[config.mk]
export PLATFORM = sky130hd
export DESIGN_NAME = smb_host
export DESIGN_NICKNAME = d
export VERILOG_FILES = /design/src/rtl/smb_host.sv
export SDC_FILE = /design/constraint.sdc
export NUM_CORES = 1
export LEC_CHECK = 0
export BUFFER_PORTS_ARGS = -buffer_cell sky130_fd_sc_hd__buf_2
export CAP_MARGIN = 20
export CORE_AREA = 3 3 100 102
export CTS_CLUSTER_DIAMETER = 100
export DETAILED_ROUTE_END_ITERATION = 16
export DIE_AREA = 0 0 103 105
export SLEW_MARGIN = 5
export SYNTH_ARGS = -nofsm -noshare
export SYNTH_HDL_FRONTEND = slang
export SYNTH_SLANG_ARGS = --single-unit
[constraint.sdc]
create_clock -name clk -period 3.81 [get_ports clk]
set_input_delay 0.9525 -clock clk [delete_from_list [all_inputs] [get_ports clk]]
set_output_delay 0.9525 -clock clk [all_outputs]
set_load 0.1 [all_outputs]
[src/rtl/smb_host.sv]
module smb_host #(
  parameter int QDIV = 8
) (
  input  logic       clk,
  input  logic       rst_n,
  input  logic [2:0] reg_sel,
  input  logic       reg_wr,
  input  logic [7:0] reg_wdata,
  output logic [7:0] reg_rdata,
  input  logic       scl_in,
  input  logic       sda_in,
  output logic       scl_pull,
  output logic       sda_pull,
  output logic       irq
);
  localparam int QW = $clog2(QDIV) + 1;
  localparam logic [QW-1:0] QLAST = QW'(QDIV - 1);

  localparam logic [3:0] O_START = 4'd0, O_TAD = 4'd1, O_TAW = 4'd2, O_TAR = 4'd3,
                         O_CMD = 4'd4, O_D0 = 4'd5, O_D1 = 4'd6, O_RXA = 4'd7,
                         O_RXN = 4'd8, O_RX1N = 4'd9, O_STOP = 4'd10;

  logic busy, done, derr, berr, fail, ien;
  logic [2:0] proto;
  logic [7:0] cmd, adr, d0, d1, rx;
  logic [3:0] step, bitn, op;
  logic [1:0] ph;
  logic [QW-1:0] q;
  logic nak, err_stop;
  logic scl_w, sda_w;

  function automatic logic [3:0] seq_op(input logic [1:0] p, input logic rd, input logic [3:0] s);
    logic [3:0] r;
    r = O_STOP;
    case ({p, rd})
      3'b000, 3'b001: case (s) 4'd0: r = O_START; 4'd1: r = O_TAD; default: r = O_STOP; endcase
      3'b010: case (s) 4'd0: r = O_START; 4'd1: r = O_TAD; 4'd2: r = O_CMD; default: r = O_STOP; endcase
      3'b011: case (s) 4'd0: r = O_START; 4'd1: r = O_TAD; 4'd2: r = O_RXN; default: r = O_STOP; endcase
      3'b100: case (s) 4'd0: r = O_START; 4'd1: r = O_TAD; 4'd2: r = O_CMD; 4'd3: r = O_D0;
                default: r = O_STOP; endcase
      3'b101: case (s) 4'd0: r = O_START; 4'd1: r = O_TAW; 4'd2: r = O_CMD; 4'd3: r = O_START;
                4'd4: r = O_TAR; 4'd5: r = O_RXN; default: r = O_STOP; endcase
      3'b110: case (s) 4'd0: r = O_START; 4'd1: r = O_TAD; 4'd2: r = O_CMD; 4'd3: r = O_D0;
                4'd4: r = O_D1; default: r = O_STOP; endcase
      default: case (s) 4'd0: r = O_START; 4'd1: r = O_TAW; 4'd2: r = O_CMD; 4'd3: r = O_START;
                4'd4: r = O_TAR; 4'd5: r = O_RXA; 4'd6: r = O_RX1N; default: r = O_STOP; endcase
    endcase
    return r;
  endfunction

  assign op = err_stop ? O_STOP : seq_op(proto[1:0], adr[0], step);

  wire is_tx = (op >= O_TAD) && (op <= O_D1);
  wire is_rx = (op >= O_RXA) && (op <= O_RX1N);
  wire bit_slot = is_tx || is_rx;

  logic [7:0] txb;
  always_comb begin
    case (op)
      O_TAW:   txb = {adr[7:1], 1'b0};
      O_TAR:   txb = {adr[7:1], 1'b1};
      O_CMD:   txb = cmd;
      O_D0:    txb = d0;
      O_D1:    txb = d1;
      default: txb = adr;
    endcase
  end
  wire txbit = txb[~bitn[2:0]];

  wire qend     = (q == QLAST);
  wire stall    = (ph == 2'd1) && !scl_in;
  wire tick     = busy && qend && !stall;
  wire slot_end = tick && (ph == 2'd3);
  wire op_end   = slot_end && (!bit_slot || bitn == 4'd8);

  wire wr_ctl    = reg_wr && (reg_sel == 3'd2);
  wire start_req = wr_ctl && reg_wdata[6];
  wire kill_req  = wr_ctl && reg_wdata[1];

  always_comb begin
    scl_w = 1'b0;
    sda_w = 1'b0;
    if (busy) begin
      case (op)
        O_START: begin scl_w = (ph == 2'd0) ? scl_pull : (ph == 2'd3); sda_w = ph[1]; end
        O_STOP:  begin scl_w = (ph == 2'd0); sda_w = !ph[1]; end
        default: begin
          scl_w = (ph == 2'd0) || (ph == 2'd3);
          sda_w = (bitn == 4'd8) ? (op == O_RXA) : (is_tx && !txbit);
        end
      endcase
    end
  end

  always_ff @(posedge clk or negedge rst_n) begin
    if (!rst_n) begin
      busy <= 1'b0; done <= 1'b0; derr <= 1'b0; berr <= 1'b0; fail <= 1'b0;
      ien <= 1'b0; proto <= '0; cmd <= '0; adr <= '0; d0 <= '0; d1 <= '0; rx <= '0;
      step <= '0; bitn <= '0; ph <= '0; q <= '0; nak <= 1'b0; err_stop <= 1'b0;
      scl_pull <= 1'b0; sda_pull <= 1'b0;
    end else begin
      scl_pull <= scl_w;
      sda_pull <= sda_w;
      if (reg_wr) begin
        case (reg_sel)
          3'd0: begin
            if (reg_wdata[1]) done <= 1'b0;
            if (reg_wdata[2]) derr <= 1'b0;
            if (reg_wdata[3]) berr <= 1'b0;
            if (reg_wdata[4]) fail <= 1'b0;
          end
          3'd2: begin
            ien <= reg_wdata[0];
            if (!busy) proto <= reg_wdata[4:2];
          end
          3'd3: cmd <= reg_wdata;
          3'd4: adr <= reg_wdata;
          3'd5: d0 <= reg_wdata;
          3'd6: d1 <= reg_wdata;
          default: ;
        endcase
      end
      if (busy) begin
        if (qend) q <= stall ? q : '0;
        else      q <= q + 1'b1;
        if (tick) begin
          ph <= ph + 2'd1;
          if (ph == 2'd1) begin
            if (is_tx) begin
              if (bitn != 4'd8) begin
                if (txbit && !sda_in) begin busy <= 1'b0; berr <= 1'b1; end
              end else if (sda_in) begin
                derr <= 1'b1;
                nak  <= 1'b1;
              end
            end
            if (is_rx && bitn != 4'd8) begin
              rx <= {rx[6:0], sda_in};
              if (bitn == 4'd7) begin
                if (op == O_RX1N) d1 <= {rx[6:0], sda_in};
                else              d0 <= {rx[6:0], sda_in};
              end
            end
          end
          if (slot_end && bit_slot) bitn <= (bitn == 4'd8) ? 4'd0 : bitn + 4'd1;
          if (op_end) begin
            if (op == O_STOP) begin
              busy <= 1'b0;
              if (!err_stop) done <= 1'b1;
              err_stop <= 1'b0;
            end else if (nak) begin
              err_stop <= 1'b1;
              nak <= 1'b0;
            end else begin
              step <= step + 4'd1;
            end
          end
        end
      end
      if (start_req && !busy) begin
        if (reg_wdata[4]) derr <= 1'b1;
        else begin
          busy <= 1'b1; step <= '0; bitn <= '0; ph <= '0; q <= '0;
          nak <= 1'b0; err_stop <= 1'b0;
        end
      end
      if (kill_req && busy) begin
        busy <= 1'b0;
        fail <= 1'b1;
      end
    end
  end

  always_comb begin
    case (reg_sel)
      3'd0:    reg_rdata = {3'b000, fail, berr, derr, done, busy};
      3'd2:    reg_rdata = {3'b000, proto, 1'b0, ien};
      3'd3:    reg_rdata = cmd;
      3'd4:    reg_rdata = adr;
      3'd5:    reg_rdata = d0;
      3'd6:    reg_rdata = d1;
      default: reg_rdata = 8'h00;
    endcase
  end

  assign irq = ien && (done || derr || berr || fail);
endmodule

==> results of run 1 <==
## metrics by stage
step | TNS (ns) | setup slack, ns | instances
3_3_place_gp | 0 | 0.364 | 578
3_5_place_dp | 0 | 0.309 | 578
5_1_grt | 0 | 0.111 | 594
4_1_cts | 0 | 0.277 | 594
2_1_floorplan | -0.930 | -0.347 | 458
6_report | 0 | 0.328 | 594
## cells in the mapped netlist (11+ instances only)
master     n
nand4_1   11
nor2_1    36
a21oi_1   33
nand3_1   14
nand2_1   38
clkbuf_1  12
o21ai_0   16
dfrtp_1   66
nor3_1    15
mux2i_1   27
mux2_2    33
inv_1     12
## path summary, 6_finish.rpt
check	end	slack, ns
hold / removal	proto[2]	0.51
max in group asynchronous	derr	2.45
setup / recovery	sda_pull	0.33
setup reg to reg	sda_pull	0.33
min in group asynchronous	cmd[1]	0.78
hold reg to reg	proto[2]	0.51
## power breakdown
group | switching (uW) | total, uW | internal [uW]
registers | 172 | 1010 | 834
clock network | 293 | 664 | 371
logic | 630 | 998 | 368
total | 1090 | 2670 | 1570
## logic make-up (layout without fill, tap and decap cells)
family,after synthesis,after routing,share of synthesized area (%)
AND/OR/NAND/NOR,165,165,20.6
multiplexers,61,61,15.0
buffers and inverters,39,64,4.45
XOR/XNOR,3,3,0.599
AO/OA/AOI/OAI,114,114,19.0
flip-flops,66,66,37.6
adder cells (fa/ha/maj),10,10,2.85
## critical path: cells and delay by family, from the launching register on
kind	cells	cell delay (ns)
flops	1	0.42
fa+ha+maj	1	0.31
buf+inv	1	0.10
compound gates	7	1.98
simple gates	2	0.55
## cell type report
type	instances	share of cell area (%)
clock inverters	6	1.86
well taps	111	2.87
inverters	12	0.932
flip-flops and latches	66	34.2
repair buffers	36	4.25
clock buffers	10	2.64
multi-input cells	353	53.3
## metal layers
metal | part of all wire, % | vias to the layer above | global-route usage [%]
met3 | 6.5 | 16 | 5.01
met2 | 46 | 150 | 33.9
li1 | - | 1747 | -
met4 | 1.7 | 0 | 7.40
met1 | 46 | 1805 | 33.9
met5 | 0 | - | 0
## cell usage in the layout, fill, tap and decap left out, types with 3 or more instances in the layout
| cell | instances |
|---|---|
| clkbuf_8 | 9 |
| nor2_1 | 36 |
| buf_2 | 26 |
| o21bai_1 | 3 |
| nand2_1 | 38 |
| nand3_1 | 14 |
| o21ai_1 | 10 |
| a21oi_1 | 31 |
| nand4_1 | 11 |
| mux2_2 | 33 |
| nor2b_1 | 5 |
| a221oi_1 | 7 |
| dfrtp_1 | 66 |
| buf_4 | 10 |
| nor4_1 | 4 |
| o22ai_1 | 4 |
| nor3_1 | 15 |
| inv_1 | 12 |
| nand2b_1 | 5 |
| a21o_1 | 3 |
| o21ai_0 | 13 |
| o211ai_1 | 3 |
| ha_1 | 10 |
| and2_1 | 4 |
| nand3b_1 | 3 |
| and3_1 | 4 |
| nand3_2 | 3 |
| o21ai_2 | 3 |
| mux2i_1 | 27 |
## registers in the layout (all words and copies together), names as in the netlist, 2 cells and up
signal and cells:
d1 8, d0 8, ph 2, bitn 4, proto 3, cmd 8, q 4, adr 8
rx 7, step 4
==> summary.txt, run 1 <==
Worst setup path
  • Startpoint types: flop
  • FF-to-FF Start: step[0]
  • CP max FO: 12
  • R2R depth: 11
  • Critical Path Start: step[0]
  • WS Path Type: reg -> reg
  • CP most frequent cell: a2111oi_2
  • Critical path cell sequence: inv_1 > ha_1 > or4b_1 > o21ai_1 > a2111oi_2 > or2_4 > o21ai_0 > a311oi_1 > a2111oi_2 > o311a_1 > a311o_1
  • Slowest stage delay, CP: roughly 0.66 ns
  • Worst Path Required: 4.04 ns
  • CP Capture Type: flop
  • Arr. time, crit path: ~3.7 ns
  • Slowest stage cell on the critical path: a2111oi_2

Clock tree
  • CTS buffer count: 9
  • Max H-tree Level: 3
  • Setup Buffers After CTS: 0
  • CTS clock-pin slew for the worst setup and hold paths: 0.08 ns
  • Post-CTS Hold Buffers: 0
  • Clock sinks: 66
  • CTS tree: done
  • CTS Root Cell: clkbuf_8
  • CTS max path bufs: 2
  • Cts repair resizes: 0
  • Clk Latency, worst-skew pair: 0.35 ns

Yosys
  • Synth top area cells: dfrtp_1 (38%), mux2_2 (8.5%), mux2i_1 (6.2%)
  • Yosys warning total: 0
  • Yosys top cell area share: a little under two fifths
  • Post-synth top flop: dfrtp_1
  • Syn_area_per_cell: roughly 9.6 um^2
  • Synth Cell Area: around 0.0044 mm^2
  • Post-Synthesis Cells: around 460
  • Post-synthesis sequential area ratio: a little under two fifths
  • Post-Synthesis Net Count: a little under 500
  • Post-synth EDFFs: 0
  • Flops & latches, synth: 66
  • Post-synth top area cell: dfrtp_1
  • Post-synth ARST share: 100%
  • Synth cell types: 76

GRT
  • Initial antenna violation count: 0
  • Vias in the first global route: about 3,600
  • Grt total ovfl: 0
  • First-pass GRT wire length: approximately 20 mm
  • Largest net degree at the start of global routing: 67
  • GRT Util Overall: 23.2%

Routing
  • DRT Pass-1 Iters: 5
  • Avg WL per Cell: 19.8 um
  • DRC Markers: 0
  • Routed vias/inst: about 6.3
  • Final ANT Viol Nets: 0
  • Post-Route WL: around 12 mm
  • Number of DRC markers in iteration 0: 242
  • Routed vias: between 3,000 and 4,000

Timing
  • Max Fclk: 0.287 GHz
  • Slew HR: between 40% and 50%
  • WHS: 0.510 ns
  • Worst slew pin tran: ~0.87 ns
  • Setup violators final: 0
  • Final Hold Vio Count: 0
  • RSZ-0062 raised after global routing: no
  • Min Tclk post-route: 3.48 ns
  • Fin. max-slew vios: 0
  • Fin crit share: between 90% and 100%
  • Clk_skew: 0.0116 ns

Worst hold path
  • Hold path start: proto[2]
  • Hold path depth: 1
  • Hold WC Path Type: reg -> reg

Floorplanning
  • Initial Util: ~48%
  • Full die area: 0.0108 mm^2
  • Row count: 35
  • Total core area: 0.00920 mm^2
  • Die H: roughly 110 um
  • Die X: slightly above 100 um
  • IO Count: 27

Flow run
  • Max Cap Viol: 0

Placed design
  • Final GP Congestion: roughly 0.92
  • Placed cell area: 0.00461 mm^2
  • HPWL after detailed placement: 8.42 mm
  • PortBufs: 26

Final layout
  • Design Area, Final: between 0.004 and 0.005 mm^2
  • P&R area growth vs syn: 10.1%
  • Fill cell count: 854
  • Final core utilization: 52.5%
  • Area of the multi-input gates: roughly 0.0026 mm^2
  • Seq. cell area: between 0.0015 and 0.002 mm^2
  • N_diodes: 0
  • Share of layout cells above drive strength 1: a little under a quarter
  • Layout Nets: 504

Pwr
  • Leakage: between 0.002 and 0.0025 uW
  • Power Density: between 500 and 600 mW/mm^2
  • VDD IR max: approximately 220 uV
  • Total power: 2670 uW

Run status
  • Outcome: finished clean
Note: power is estimated with default switching activity, not from simulation.
==> inputs of run 2 (changes only) <==
--- a/config.mk
+++ b/config.mk
@@ -5,12 +5,14 @@
 export SDC_FILE = /design/constraint.sdc
 export NUM_CORES = 1
 export LEC_CHECK = 0
-export BUFFER_PORTS_ARGS = -buffer_cell sky130_fd_sc_hd__buf_2
 export CAP_MARGIN = 20
 export CORE_AREA = 3 3 100 102
 export CTS_CLUSTER_DIAMETER = 100
 export DETAILED_ROUTE_END_ITERATION = 16
 export DIE_AREA = 0 0 103 105
+export DONT_BUFFER_PORTS = 1
+export SETUP_SLACK_MARGIN = 0.4
+export SKIP_LAST_GASP = 1
 export SLEW_MARGIN = 5
 export SYNTH_ARGS = -nofsm -noshare
 export SYNTH_HDL_FRONTEND = slang
==> run 2 against run 1 <==
Critical endpoint is now busy. Critical path depth unchanged. Sequential cell count unchanged. Worst hold slack worse by 0.22 ns. Largest power group unchanged. Combinational power shrank 7.4%. Routed wire length down 2.3%. Largest cell class unchanged. First-iteration DRC count rose by 3.7%.
==> summary.txt, run 2 (same netlist as run 1, synthesis figures left out) <==
Timing
  • Fin crit share: 88.5% (-2.9 points)
  • Fin. max-slew vios: 0 (unchanged)
  • Fin Setup TNS: 0 ns (unchanged)
  • Max Fclk: 0.297 GHz (+3.3%)
  • Slew HR: 31.5% (-10 points)
  • Clk_skew: 0.00354 ns (-0.00804 ns)
  • Worst slew pin tran: 1.03 ns (+0.160 ns)
  • RSZ-0062 raised after global routing: yes
  • Setup violators final: 0 (unchanged)
  • Final WS setup: 0.440 ns (+0.112 ns)
  • Final Hold Vio Count: 0 (unchanged)
  • Min Tclk post-route: 3.37 ns (-0.112 ns)

GRT
  • Initial antenna violation count: 0 (unchanged)
  • Largest net degree at the start of global routing: 67 (unchanged)
  • Grt total ovfl: 0 (unchanged)
  • GRT Util Overall: 22.2% (-0.95 points)
  • Vias in the first global route: 3,494 (-3.6%)
  • First-pass GRT wire length: 18.7 mm (-4.3%)

Clock tree
  • CTS clock-pin slew for the worst setup and hold paths: 0.08 ns (about the same)
  • Clock sinks: 66 (unchanged)
  • CTS max path bufs: 2 (unchanged)
  • Post-CTS Hold Buffers: 0 (unchanged)
  • Max H-tree Level: 3 (unchanged)
  • Clk Latency, worst-skew pair: 0.35 ns (about the same)
  • CTS Root Cell: clkbuf_8
  • CTS tree: done
  • CTS buffer count: 9 (unchanged)

Worst setup path
  • Arr. time, crit path: 3.59 ns (-0.13 ns)
  • Worst Path Required: 4.03 ns (about the same)
  • Worst R2R Setup Slack: 0.44 ns (+0.11 ns)
  • CP Capture Type: flop
  • Startpoint types: flop
  • WS Path Type: reg -> reg
  • CP max FO: 12 (unchanged)

Pwr
  • VDD IR max: 318 uV (+42%)
  • Power Density: 547 mW/mm^2 (-0.93%)
  • Leakage: 0.00207 uW (-3.0%)

Final layout
  • P&R area growth vs syn: 11.4%
  • Share of layout cells above drive strength 1: 21.8% (-1.6 points)
  • Layout Nets: 484 (-4.0%)
  • N_diodes: 0 (unchanged)
  • Most frequent cells in the layout: dfrtp_1 (66), nand2_1 (38), nor2_1 (36)
  • Commonest non-fill, non-tap cell in the layout: dfrtp_1

Routing
  • Routed vias: 3,560 (-4.2%)
  • Avg WL per Cell: 20.1 um (+1.1%)
  • DRC Markers: 0 (unchanged)
  • Final ANT Viol Nets: 0 (unchanged)
  • Number of DRC markers in iteration 0: 251 (+3.7%)
  • Post-Route WL: 11.5 mm (-2.3%)
  • Routed vias/inst: 6.20 (-0.91%)
  • DRT Pass-1 Iters: 5 (unchanged)

Floorplanning
  • IO Count: 27 (unchanged)
  • Die H: 105 um (unchanged)
  • Total core area: 0.00920 mm^2 (unchanged)
  • Initial Util: 47.7% (unchanged)
  • Die X: 103 um (unchanged)
  • Full die area: 0.0108 mm^2 (unchanged)
  • Row count: 35 (unchanged)

Worst hold path
  • Hold WC Path Type: in -> async

Placed design
  • Pre-CTS setup slack: 0.415 ns (+0.106 ns)
  • HPWL after detailed placement: 8.15 mm (-3.2%)
  • PortBufs: 0 (-100%)
  • Final GP Congestion: 0.870 (-5.2%)

Run status
  • Outcome: finished clean

Flow run
  • Max Cap Viol: 0 (unchanged)
==> run 2: cell types whose count changed in the layout (fill, tap and decap cells not counted), moves of 3 or more <==
cell     change
ha_1         -3
buf_4        +6
ha_2         +3
o22ai_4      +3
buf_2       -26
o21ai_2      -3
o21ai_4      +3
==> run 2: final cells by class <==
| class | count | area, um^2 |
|---|---|---|
| clock buffers | 10 | 138 |
| flip-flops and latches | 66 | 1650 |
| clock inverters | 6 | 88.8 |
| inverters | 12 | 45.0 |
| repair buffers | 16 | 120 |
| multi-input cells | 353 | 2710 |
| well taps | 111 | 139 |
| fillers | 823 | 4310 |
==> run 2: stage by stage <==
step	instance area (um^2)	hold WS [ns]	total power [uW]	std cells	util (%)
5_1_grt	4890	0.266	2820	574	53.2
3_5_place_dp	4570	0.496	1940	555	49.7
3_3_place_gp	4570	0.488	1930	555	49.7
2_1_floorplan	4490	0.472	1780	458	-
6_report	4890	0.291	2670	574	53.2
4_1_cts	4810	0.280	2640	571	52.3
==> run 2: worst max-delay path: stages, from the launching register on <==
cell and delay [ns]:
dfrtp_1 0.43, inv_1 0.13, ha_2 0.28, or4b_1 0.49, o21ai_1 0.25, a2111oi_4 0.13, or2_4 0.33, nand2_1 0.17
o211ai_1 0.17, or4_1 0.45, nor4_1 0.33, nor3_1 0.09
==> run 2: final timing paths <==
check / from / to / cells after the start
setup / recovery: step[0] / busy / 11
hold / removal: rst_n / done / 0
setup reg to reg: step[0] / busy / 11
hold reg to reg: proto[2] / proto[2] / 1
max in group asynchronous: rst_n / proto[2] / 0
min in group clk: proto[2] / proto[2] / 1
==> run 2: where the power goes <==
group	internal (uW)	switching, uW
clock network	388	301
registers	832	230
logic	387	537
==> run 2: repair_timing <==
item / 4_1_cts / 5_1_grt
setup buffers: 0 / 3
setup endpoints to repair: 3 / 31
pin swaps: 0 / 2
resized for setup: 2 / 10
==> run 2: routing by layer <==
layer	part of all wire, %	track usage (%)
met1	46	30.8
met3	3.9	3.87
met4	1.7	6.57
met5	0	0
met2	48	35.2
==> inputs of run 3 (changes only) <==
--- a/config.mk
+++ b/config.mk
@@ -6,10 +6,10 @@
 export NUM_CORES = 1
 export LEC_CHECK = 0
 export CAP_MARGIN = 20
-export CORE_AREA = 3 3 100 102
+export CORE_AREA = 3 3 125 127
 export CTS_CLUSTER_DIAMETER = 100
 export DETAILED_ROUTE_END_ITERATION = 16
-export DIE_AREA = 0 0 103 105
+export DIE_AREA = 0 0 128 130
 export DONT_BUFFER_PORTS = 1
 export SETUP_SLACK_MARGIN = 0.4
 export SKIP_LAST_GASP = 1
==> run 3 against run 2 <==
Cell count increased by 12%. Global-route usage down 7.7 points. Sequential cell count unchanged. Sequential share of layout area down 1.1 points. Combinational power shrank 2.6%. Worst hold slack improved by 0.026 ns. Critical path type unchanged. Core utilization is 18 points lower. Total power grew 10%. Register-to-register slack improved by 0.03 ns.
==> summary.txt, run 3 (same netlist as run 1, synthesis figures left out) <==
Run status
  • Outcome: finished clean

Clock tree
  • CTS Root Cell: clkbuf_16
  • Max H-tree Level: 3 (unchanged)
  • Clk Latency, worst-skew pair: 0.33 ns (-0.02 ns)
  • Post-CTS Hold Buffers: 0 (unchanged)
  • CTS clock-pin slew for the worst setup and hold paths: 0.06 ns (-0.02 ns)
  • CTS max path bufs: 2 (unchanged)
  • CTS tree: done
  • CTS buffer count: 9 (unchanged)
  • Clock sinks: 66 (unchanged)
  • Setup Buffers After CTS: 0 (unchanged)

Placed design
  • Pre-CTS setup slack: 0.358 ns (-0.0570 ns)
  • PortBufs: 0 (unchanged)
  • Placed cell area: 0.00467 mm^2 (+2.2%)
  • HPWL after detailed placement: 8.51 mm (+4.4%)
  • Final GP Congestion: 0.896 (+3.0%)

Final layout
  • Layout Nets: 482 (-0.41%)
  • P&R area growth vs syn: 15.2%
  • Most frequent cells in the layout: dfrtp_1 (66), nand2_1 (38), nor2_1 (36)
  • Design Area, Final: 0.00506 mm^2 (+3.4%)
  • Commonest non-fill, non-tap cell in the layout: dfrtp_1
  • Share of layout cells above drive strength 1: 20.6% (-1.2 points)
  • N_diodes: 0 (unchanged)

Pwr
  • Power Density: 582 mW/mm^2 (+6.5%)
  • VDD IR max: 245 uV (-23%)
  • Leakage: 0.00212 uW (+2.2%)

Routing
  • DRT Pass-1 Iters: 6 (+1)
  • Number of DRC markers in iteration 0: 309 (+23%)
  • Avg WL per Cell: 18.2 um (-9.1%)
  • Post-Route WL: 11.8 mm (+2.2%)
  • Routed vias/inst: 5.64 (-9.1%)
  • Routed vias: 3,636 (+2.1%)
  • DRC Markers: 0 (unchanged)
  • Final ANT Viol Nets: 0 (unchanged)

GRT
  • First-pass GRT wire length: 19.0 mm (+1.8%)
  • GRT Util Overall: 14.5% (-7.7 points)
  • Initial antenna violation count: 0 (unchanged)
  • Vias in the first global route: 3,512 (+0.52%)
  • Grt total ovfl: 0 (unchanged)
  • Largest net degree at the start of global routing: 67 (unchanged)

Timing
  • Max Fclk: 0.299 GHz (+0.81%)
  • Setup violators final: 0 (unchanged)
  • Final Hold Vio Count: 0 (unchanged)
  • Min Tclk post-route: 3.34 ns (-0.0271 ns)
  • Clk_skew: 0.00522 ns (+0.00168 ns)
  • Final WS setup: 0.467 ns (+0.0271 ns)
  • WHS: 0.317 ns (+0.0255 ns)
  • Fin Setup TNS: 0 ns (unchanged)
  • Slew HR: 30.8% (-0.66 points)
  • RSZ-0062 raised after global routing: yes
  • Worst slew pin tran: 1.04 ns (+0.00988 ns)
  • Fin. max-slew vios: 0 (unchanged)
  • Fin crit share: 87.7% (-0.71 points)

Worst setup path
  • Arr. time, crit path: 3.55 ns (-0.04 ns)
  • Worst Path Required: 4.02 ns (about the same)
  • CP max FO: 18 (+6)
  • WS Path Type: reg -> reg
  • CP Capture Type: flop
  • Startpoint types: flop

Flow run
  • Max Cap Viol: 0 (unchanged)

Floorplanning
  • IO Count: 27 (unchanged)
  • Total core area: 0.0145 mm^2 (+58%)
  • Full die area: 0.0166 mm^2 (+54%)
  • Initial Util: 30.2% (-18 points)
  • Die X: 128 um (+24%)
  • Row count: 44 (+26%)
  • Die H: 130 um (+24%)

Worst hold path
  • Hold WC Path Type: in -> async
-- run 3: changes by cell type in the layout (fill, tap and decap cells not counted), moves of 2 or more --
cell       previous run  this run
buf_4                16        14
clkbuf_8             10         2
ha_2                  3         1
clkbuf_16             0         9
ha_1                  7         9
-- run 3: worst max-delay path, stage by stage (launching register included) --
cell and delay, ns:
dfrtp_1 0.41, inv_1 0.11, ha_1 0.37, a21oi_1 0.07, o32ai_1 0.46, o22ai_4 0.31
nor2_4 0.26, o21ai_0 0.10, a311oi_1 0.31, a2111oi_2 0.11, o311a_1 0.37, a311o_1 0.33
-- run 3: per-stage QoR --
| step | power (uW) | cells | util, % |
|---|---|---|---|
| floorplan | 1780 | 458 | - |
| CTS | 2960 | 645 | 34.6 |
| global placement | 1940 | 629 | 32.1 |
| global route | 3110 | 645 | 34.8 |
| finish | 2950 | 645 | 34.8 |
| detailed placement | 1950 | 629 | 32.1 |
-- run 3: layer usage --
metal,global-route usage (%),share of wire [%],vias to the layer above
li1,-,-,1714
met1,19.0,45,1791
met2,23.0,47,107
met3,3.07,4.8,24
met4,6.74,2.9,0
met5,0,0,-
-- run 3: final cells by class --
| cell class | instances | area [um^2] |
|---|---|---|
| Clock buffer | 12 | 256 |
| Clock inverter | 4 | 97.6 |
| Fill cell | 1469 | 9480 |
| Inverter | 12 | 45.0 |
| Multi-Input combinational cell | 353 | 2670 |
| Sequential cell | 66 | 1650 |
| Tap cell | 184 | 230 |
| Timing Repair Buffer | 14 | 105 |
-- run 3: power by group --
group | internal (uW) | leakage [uW] | switching (uW)
logic | 369 | 0.00111 | 531
registers | 834 | 0.000835 | 228
clock network | 675 | 0.000169 | 308
total | 1880 | 0.00212 | 1070
-- run 3: repair_timing --
item                                    CTS  global route
hold endpoints to repair                  0             0
pin swaps                                 0             1
endpoints found under the setup margin    1            31
resized for setup                         2             5
-- run 3: path summary, 6_finish.rpt --
| kind | from | to | slack, ns | cells after the start |
|---|---|---|---|---|
| max reg2reg | step[1] | sda_pull | 0.47 | 11 |
| max in group asynchronous | rst_n | adr[3] | 3.37 | 0 |
| min in group clk | proto[2] | proto[2] | 0.51 | 1 |
| min | rst_n | d1[6] | 0.32 | 0 |
| min reg2reg | proto[2] | proto[2] | 0.51 | 1 |
| max | step[1] | sda_pull | 0.47 | 11 |
